## src/rtl/irq_status_pkg.sv

```systemverilog
package irq_status_pkg;
  localparam int STAT_W = 8;

  // Bit positions of the status vector (software decodes these).
  localparam int B_TX_RDY  = 0;
  localparam int B_TX_EMT  = 1;
  localparam int B_RX_RDY  = 2;
  localparam int B_BRK_CHG = 3;
  localparam int B_CNT_RDY = 4;
  localparam int B_RSVD    = 5;
  localparam int B_PIN_LVL = 6;
  localparam int B_PIN_CHG = 7;

  // Sticky flag slots inside the sticky bank.
  localparam int STK_PIN = 0;
  localparam int STK_BRK = 1;
  localparam int STK_N   = 2;

  typedef logic [STAT_W-1:0] stat_t;
endpackage

```

## src/rtl/irq_pin_tracker.sv

```systemverilog
module irq_pin_tracker #(
  parameter int SYNC_STAGES = 2
) (
  input  logic clk,
  input  logic rst,
  input  logic pin_async,
  input  logic rd_latch,
  output logic pin_change,
  output logic pin_level_q
);
  localparam int ARM_W = $clog2(SYNC_STAGES + 2);
  localparam logic [ARM_W-1:0] ARM_LAST = ARM_W'(SYNC_STAGES + 1);

  logic [SYNC_STAGES-1:0] sync_q;
  logic                   prev_q;
  logic [ARM_W-1:0]       arm_cnt;
  logic                   armed;

  // Synchronizer chain; stage 0 faces the asynchronous pin.
  always_ff @(posedge clk) begin
    if (rst) sync_q <= '0;
    else     sync_q <= {sync_q[SYNC_STAGES-2:0], pin_async};
  end

  always_ff @(posedge clk) begin
    if (rst) prev_q <= 1'b0;
    else     prev_q <= sync_q[SYNC_STAGES-1];
  end

  // Edge detection waits until the chain and the history flop hold real pin samples.
  always_ff @(posedge clk) begin
    if (rst)                  arm_cnt <= '0;
    else if (arm_cnt != ARM_LAST) arm_cnt <= arm_cnt + 1'b1;
  end
  assign armed = (arm_cnt == ARM_LAST);

  assign pin_change = armed && (sync_q[SYNC_STAGES-1] != prev_q);

  always_ff @(posedge clk) begin
    if (rst)           pin_level_q <= 1'b0;
    else if (rd_latch) pin_level_q <= sync_q[SYNC_STAGES-1];
  end
endmodule

```

## src/rtl/irq_sticky_cell.sv

```systemverilog
module irq_sticky_cell (
  input  logic clk,
  input  logic rst,
  input  logic set_ev,
  input  logic clr_cmd,
  output logic flag_q
);
  // A set in the same cycle as a clear wins.
  always_ff @(posedge clk) begin
    if (rst)          flag_q <= 1'b0;
    else if (set_ev)  flag_q <= 1'b1;
    else if (clr_cmd) flag_q <= 1'b0;
  end
endmodule

```

## src/rtl/irq_mask_gate.sv

```systemverilog
module irq_mask_gate #(
  parameter int W = 8
) (
  input  logic         clk,
  input  logic         rst,
  input  logic         wr_en,
  input  logic [W-1:0] wdata,
  input  logic [W-1:0] status,
  output logic [W-1:0] mask_q,
  output logic         irq_n
);
  always_ff @(posedge clk) begin
    if (rst)        mask_q <= '0;
    else if (wr_en) mask_q <= wdata;
  end

  always_ff @(posedge clk) begin
    if (rst) irq_n <= 1'b1;
    else     irq_n <= ~|(status & mask_q);
  end
endmodule

```

## src/rtl/irq_status_unit.sv

```systemverilog
module irq_status_unit
  import irq_status_pkg::*;
#(
  parameter int SYNC_STAGES = 2
) (
  input  logic              clk,
  input  logic              rst,
  input  logic              gp_in,
  input  logic              tx_ready,
  input  logic              tx_empty,
  input  logic              rx_ready_full,
  input  logic              cnt_ready,
  input  logic              brk_edge,
  input  logic              clr_pin_chg,
  input  logic              clr_brk_chg,
  input  logic              rd_strobe,
  input  logic              mask_wr,
  input  logic [STAT_W-1:0] mask_wdata,
  output logic [STAT_W-1:0] status_q,
  output logic [STAT_W-1:0] mask_q,
  output logic              irq_n
);
  localparam int MIR_N = 4;

  logic             pin_change;
  logic             pin_level_q;
  logic [STK_N-1:0] stk_set;
  logic [STK_N-1:0] stk_clr;
  logic [STK_N-1:0] stk_q;
  logic [MIR_N-1:0] mir_d;
  logic [MIR_N-1:0] mir_q;
  stat_t            stat_vec;

  irq_pin_tracker #(.SYNC_STAGES(SYNC_STAGES)) pin_i (
    .clk        (clk),
    .rst        (rst),
    .pin_async  (gp_in),
    .rd_latch   (rd_strobe),
    .pin_change (pin_change),
    .pin_level_q(pin_level_q)
  );

  assign stk_set[STK_PIN] = pin_change;
  assign stk_clr[STK_PIN] = clr_pin_chg;
  assign stk_set[STK_BRK] = brk_edge;
  assign stk_clr[STK_BRK] = clr_brk_chg;

  for (genvar k = 0; k < STK_N; k++) begin : g_stk
    irq_sticky_cell cell_i (
      .clk    (clk),
      .rst    (rst),
      .set_ev (stk_set[k]),
      .clr_cmd(stk_clr[k]),
      .flag_q (stk_q[k])
    );
  end

  // Level-following sources, registered once.
  assign mir_d = {cnt_ready, rx_ready_full, tx_empty, tx_ready};
  always_ff @(posedge clk) begin
    if (rst) mir_q <= '0;
    else     mir_q <= mir_d;
  end

  always_comb begin
    stat_vec            = '0;
    stat_vec[B_TX_RDY]  = mir_q[0];
    stat_vec[B_TX_EMT]  = mir_q[1];
    stat_vec[B_RX_RDY]  = mir_q[2];
    stat_vec[B_CNT_RDY] = mir_q[3];
    stat_vec[B_BRK_CHG] = stk_q[STK_BRK];
    stat_vec[B_PIN_CHG] = stk_q[STK_PIN];
    stat_vec[B_PIN_LVL] = pin_level_q;
    stat_vec[B_RSVD]    = 1'b0;
  end
  assign status_q = stat_vec;

  irq_mask_gate #(.W(STAT_W)) gate_i (
    .clk   (clk),
    .rst   (rst),
    .wr_en (mask_wr),
    .wdata (mask_wdata),
    .status(stat_vec),
    .mask_q(mask_q),
    .irq_n (irq_n)
  );
endmodule

```

## config.mk

```make
export PLATFORM = sky130hd
export DESIGN_NAME = irq_status_unit
export DESIGN_NICKNAME = d
export VERILOG_FILES = /design/src/rtl/irq_status_pkg.sv /design/src/rtl/irq_pin_tracker.sv /design/src/rtl/irq_sticky_cell.sv /design/src/rtl/irq_mask_gate.sv /design/src/rtl/irq_status_unit.sv
export SDC_FILE = /design/constraint.sdc
export NUM_CORES = 1
export LEC_CHECK = 0
export ABC_AREA = 1
export CORE_UTILIZATION = 35
export DETAILED_ROUTE_END_ITERATION = 8
export PLACE_DENSITY = 0.73
export SYNTH_ARGS = -nofsm -noshare
export SYNTH_HDL_FRONTEND = slang
export SYNTH_SLANG_ARGS = --single-unit
```

## constraint.sdc

```tcl
create_clock -name clk -period 0.81 [get_ports clk]
set_input_delay 0.162 -clock clk [delete_from_list [all_inputs] [get_ports clk]]
set_output_delay 0.162 -clock clk [all_outputs]
set_load 0.005 [all_outputs]
```

; Word-level counts from Yosys, hierarchy flattened
; Cells that the tools add are included.
[word_totals]
latch_bits = 0
romBits = 0
reg_bits = 21
mem_count = 0
mem_bits_rw = 0
elab_cells = 23
[classes]
bitwise = 1
div_mod_pow = 0
muxes = 4
n_eq_ne = 3
n_reduce_logical = 5
add_sub_neg = 1
n_shift = 0
mul = 0
magnitude_cmp = 0
[op_table]
columns = op, n
row1 = AND 8 bit, 1
row2 = OR reduction 8 bit, 1
row3 = 2-to-1 mux 1 bit, 4
row4 = nonzero test 2 bit, 2
row5 = adder 2 x 1 -> 2 bit (second input constant), 1
row6 = equality test 2 bit (second input constant), 1
row7 = != test 2 bit (second input constant), 1
row8 = logical AND 1 bit, 1
row9 = zero test 1 bit, 1
row10 = != test 1 bit, 1

; Depth between registers and ports, before layout
[logic_depth]
word_depth = 3
mapped_depth = 5

; By module
; A second synthesis with hierarchy kept.
[unflattened]
cells_unflattened = 108
hier_area_um2 = 785.8
[modules_own_cells]
columns = mod, n_inst, seq_area_each_um2, cells_per_inst, area_each_um2
row1 = irq_mask_gate, 1, 180.2, 51, 347.8
row2 = irq_pin_tracker, 1, 120.1, 32, 229.0
row3 = irq_status_unit, 1, 80.1, 15, 128.9
row4 = irq_sticky_cell, 2, 20.0, 5, 40.0

; Worst setup path before layout
; Ideal clock, no wire load.
[synth_timing]
kind = reg-to-reg
startpoint = register pin_i.arm_cnt[0]
endpoint = register pin_i.arm_cnt[1]
t_arrival_ns = 0.760
synth_period_minus_slack_ns = 0.879
setup_ns = 0.119
path_buffers = 0
stages_incl_launch_ff = 4
setup_slack_ns = -0.069
path_cell_list = dfxtp_1 ha_1 o21ai_0 a21oi_1
[synth_between]
elab_chain_cells = 1
[synth_rtl]
columns = element, line
row1 = from (decl), irq_pin_tracker.sv:16  ; logic [ARM_W-1:0] arm_cnt;
row2 = from (signal assigned), irq_pin_tracker.sv:33  ; else if (arm_cnt != ARM_LAST) arm_cnt <= arm_cnt + 1'b1;
row3 = adder 2 x 1 -> 2 bit or != test 2 bit (tied branches), irq_pin_tracker.sv:33
; Parallel ways exist; a longest one is shown, timed or not.
; A chain may end at the register's enable or synchronous reset.

; Worst setup path after layout
[layout_timing]
startpoint = register mir_q[3]
endpoint = output port status_q[4]
[layout_rtl]
columns = element, line
row1 = from (decl), irq_status_unit.sv:31  ; logic [MIR_N-1:0] mir_q;
row2 = from (signal assigned), irq_status_unit.sv:62  ; else mir_q <= mir_d;
row3 = to (decl), irq_status_unit.sv:19  ; output logic [STAT_W-1:0] status_q,
; No word-level cell between the ends.

==> out/results.txt <==
Status: finished, violations left
Failing checks: setup timing
Die Height: 49 um
Worst Hold Slack: 349 ps
Hold WC Path Type: primary input to register
Htree depth: 1
Min Tclk post-route: 937 ps
# IOs: 37
Post-synthesis compound-gate area fraction: 9.06%
Routed vias/inst: 4.44
Fraction of layout instances using a drive strength above 1: 45.3%
Period utilization: 116%
Buffers on Ports: 35
Total wire length: 2090 um
Inserted Clock Buffers: 3
FMAX: 1070 MHz
CTS max path bufs: 2
Area leader, netlist: dfxtp_1
Vias in the first global route: 741
Final setup skew: 6.69 ps
Leakage: 0.628 nW
EDFF count, synth: 0
CP startpoint: mir_q[3]
DIE WIDTH: 49 um
Clock transition at path regs: 120 ps
Fillers: 169
CP cell instances: buf_2
Seq/Total Area, Yosys: 54.4%
Synthesis-to-finish area growth: 66.8%
Worst min-delay path startpoint: cnt_ready
CTS root buf: clkbuf_4
Synth Register Bits: 21
RePlAce Congestion: 0.778
CTS tree: built
Post-layout util: 63.8%
Post-synth top area share: 54.4%
Most frequent cell after synthesis: nor2_1
Worst Path Arrival: 770 ps
Top FF cell, synth: dfxtp_1
CTS Sinks: 21
Worst VDD drop: 0.000981 V
RSZ-0062 raised after global routing: true
Drt drc: 0
Die area: 2400 um^2
CP Class: register to output pin
Fin. max-slew vios: 0
Syn Area/Cell: 7.66 um^2
Synth top cells by count: nor2_1, dfxtp_1, nand2_1
Power, Total: 2.20 mW
Cell family with most CP delay: flip-flops
Critical path's largest stage delay: 360 ps
Largest net degree at the start of global routing: 13
Cell Area, Synth: 773 um^2
WP buf/inv: 1
Setup slack after layout: -127 ps
Final setup violation count: 19
Number of diodes: 0
Global-route wire length before repair: 3230 um
Starting Density: 38.2%
Final Hold Viols: 0
GRT overflow: 0
Row count: 16
Post-Synth Simple-Gate Area: 21.0%
Post-Synth Adder-Cell Area: 1.62%
Initial antenna violation count: 0
Setup TNS: -1940 ps
Post-CTS setup buffer count: 0
DRT iter0 DRCs: 9
WL/cell: 11.9 um
Mux share of post-synthesis cell area: 0%
Slowest cell on the critical path: dfxtp_2
Core footprint: 2020 um^2
Largest family of logic cells by synthesized area: simple AND/OR/NAND/NOR gates
Startpoint Class: register
Clk Latency, worst-skew pair: 300 ps
FFs w/ async S/R, synth: 0%
Hold_buf cts: 0
Critical Path RT: 650 ps
Via count: 777
Worst r2r src: pin_i.arm_cnt[1]
Post-Synth XOR/XNOR Area: 1.13%
Fin nets: 170
Crit path capture type: output pin
Max-Cap Viols: 0
Mapped Cells: 101
Top cells by area, synth: dfxtp_1, nor2_1, nand2_1, inv_1, buf_4
Yosys warning count: 0
Post-DP HPWL: 1360 um
Total track usage: 18.0%
Post-Syn Nets: 122
Synth unique cells: 14
Detail Route Antenna Nets: 0
Pwr Density: 1710 nW/um^2
Drt first pass iters: 2
CP Max Fanout: 2
[cells by family (layout without fill, tap and decap cells)]
kind of cell | after synthesis | in the layout
flip-flops | 21 | 21
AND/OR/NAND/NOR | 43 | 43
other | 1 | 1
buffers and inverters | 20 | 67
adder cells (fa/ha/maj) | 1 | 1
XOR/XNOR | 1 | 1
AO/OA/AOI/OAI | 14 | 14
[final timing paths]
check,end,slack [ps],cells past startpoint
setup / recovery,status_q[4],-130,1
hold reg to reg,pin_i.sync_q[1],420,2
hold / removal,mir_q[3],350,3
setup reg to reg,pin_i.arm_cnt[1],-80,3
[timing repair]
action                                  CTS  global route
resized for setup                        91            17
endpoints found under the setup margin   20            29
pin swaps                                 3             9
[metal layers]
layer / GRT usage (%) / vias up / part of all wire [%]
met5: 0 / - / 0
met4: 10.3 / 0 / 2.9
met1: 21.0 / 351 / 39
li1: - / 394 / -
met3: 1.87 / 6 / 3.8
met2: 31.7 / 26 / 54
[per-stage QoR]
| stage | area, um^2 | setup WS, ps | instances |
|---|---|---|---|
| global placement | 1220 | -290 | 171 |
| global route | 1290 | -159 | 175 |
| floorplan | 773 | -20.1 | 101 |
| CTS | 1240 | -121 | 175 |
| detailed placement | 1220 | -305 | 171 |
| finish | 1290 | -127 | 175 |
[where the power goes]
group | switching [mW] | internal [mW] | leakage, nW
clock | 0.327 | 0.184 | 0.0177
combinational | 0.196 | 0.295 | 0.432
sequential | 0.0634 | 1.13 | 0.179
total | 0.587 | 1.61 | 0.628
[flip-flops by register name, summed over array words and instances, names as in the netlist]
| name | count |
|---|---|
| gate_i.mask_q | 8 |
| mir_q | 4 |
| g_stk.cell_i.flag_q | 2 |
| pin_i.arm_cnt | 2 |
| pin_i.sync_q | 2 |
| gate_i.irq_n | 1 |
| pin_i.pin_level_q | 1 |
| pin_i.prev_q | 1 |
[placed cells by master (no fill, tap or decap)]
master and n:
buf_2 10, a21oi_1 3, nand2_1 8, clkinv_2 1
dfxtp_2 18, ha_4 1, o21ai_0 3, dfxtp_1 3
buf_6 10, inv_1 12, clkdlybuf4s50_1 19, o21ai_1 6
nor2_1 25, nor2_2 2, a21oi_2 1, xor2_1 1
buf_4 10, inv_2 2, conb_1 1, o21ai_2 1
nand2_2 7, nand3_2 1, clkbuf_4 3
[area by class of cell]
class                           instances  area (um^2)  share of cell area, %
Clock inverter                          1         5.00                  0.388
Multi-Input combinational cell         60          305                   23.7
Tap cell                               27         33.8                   2.62
Timing Repair Buffer                   49          428                   33.2
Sequential cell                        21          443                   34.3
Inverter                               14         52.6                   4.07
Clock buffer                            3         22.5                   1.75
No activity file was read; power rests on OpenSTA's default activity.
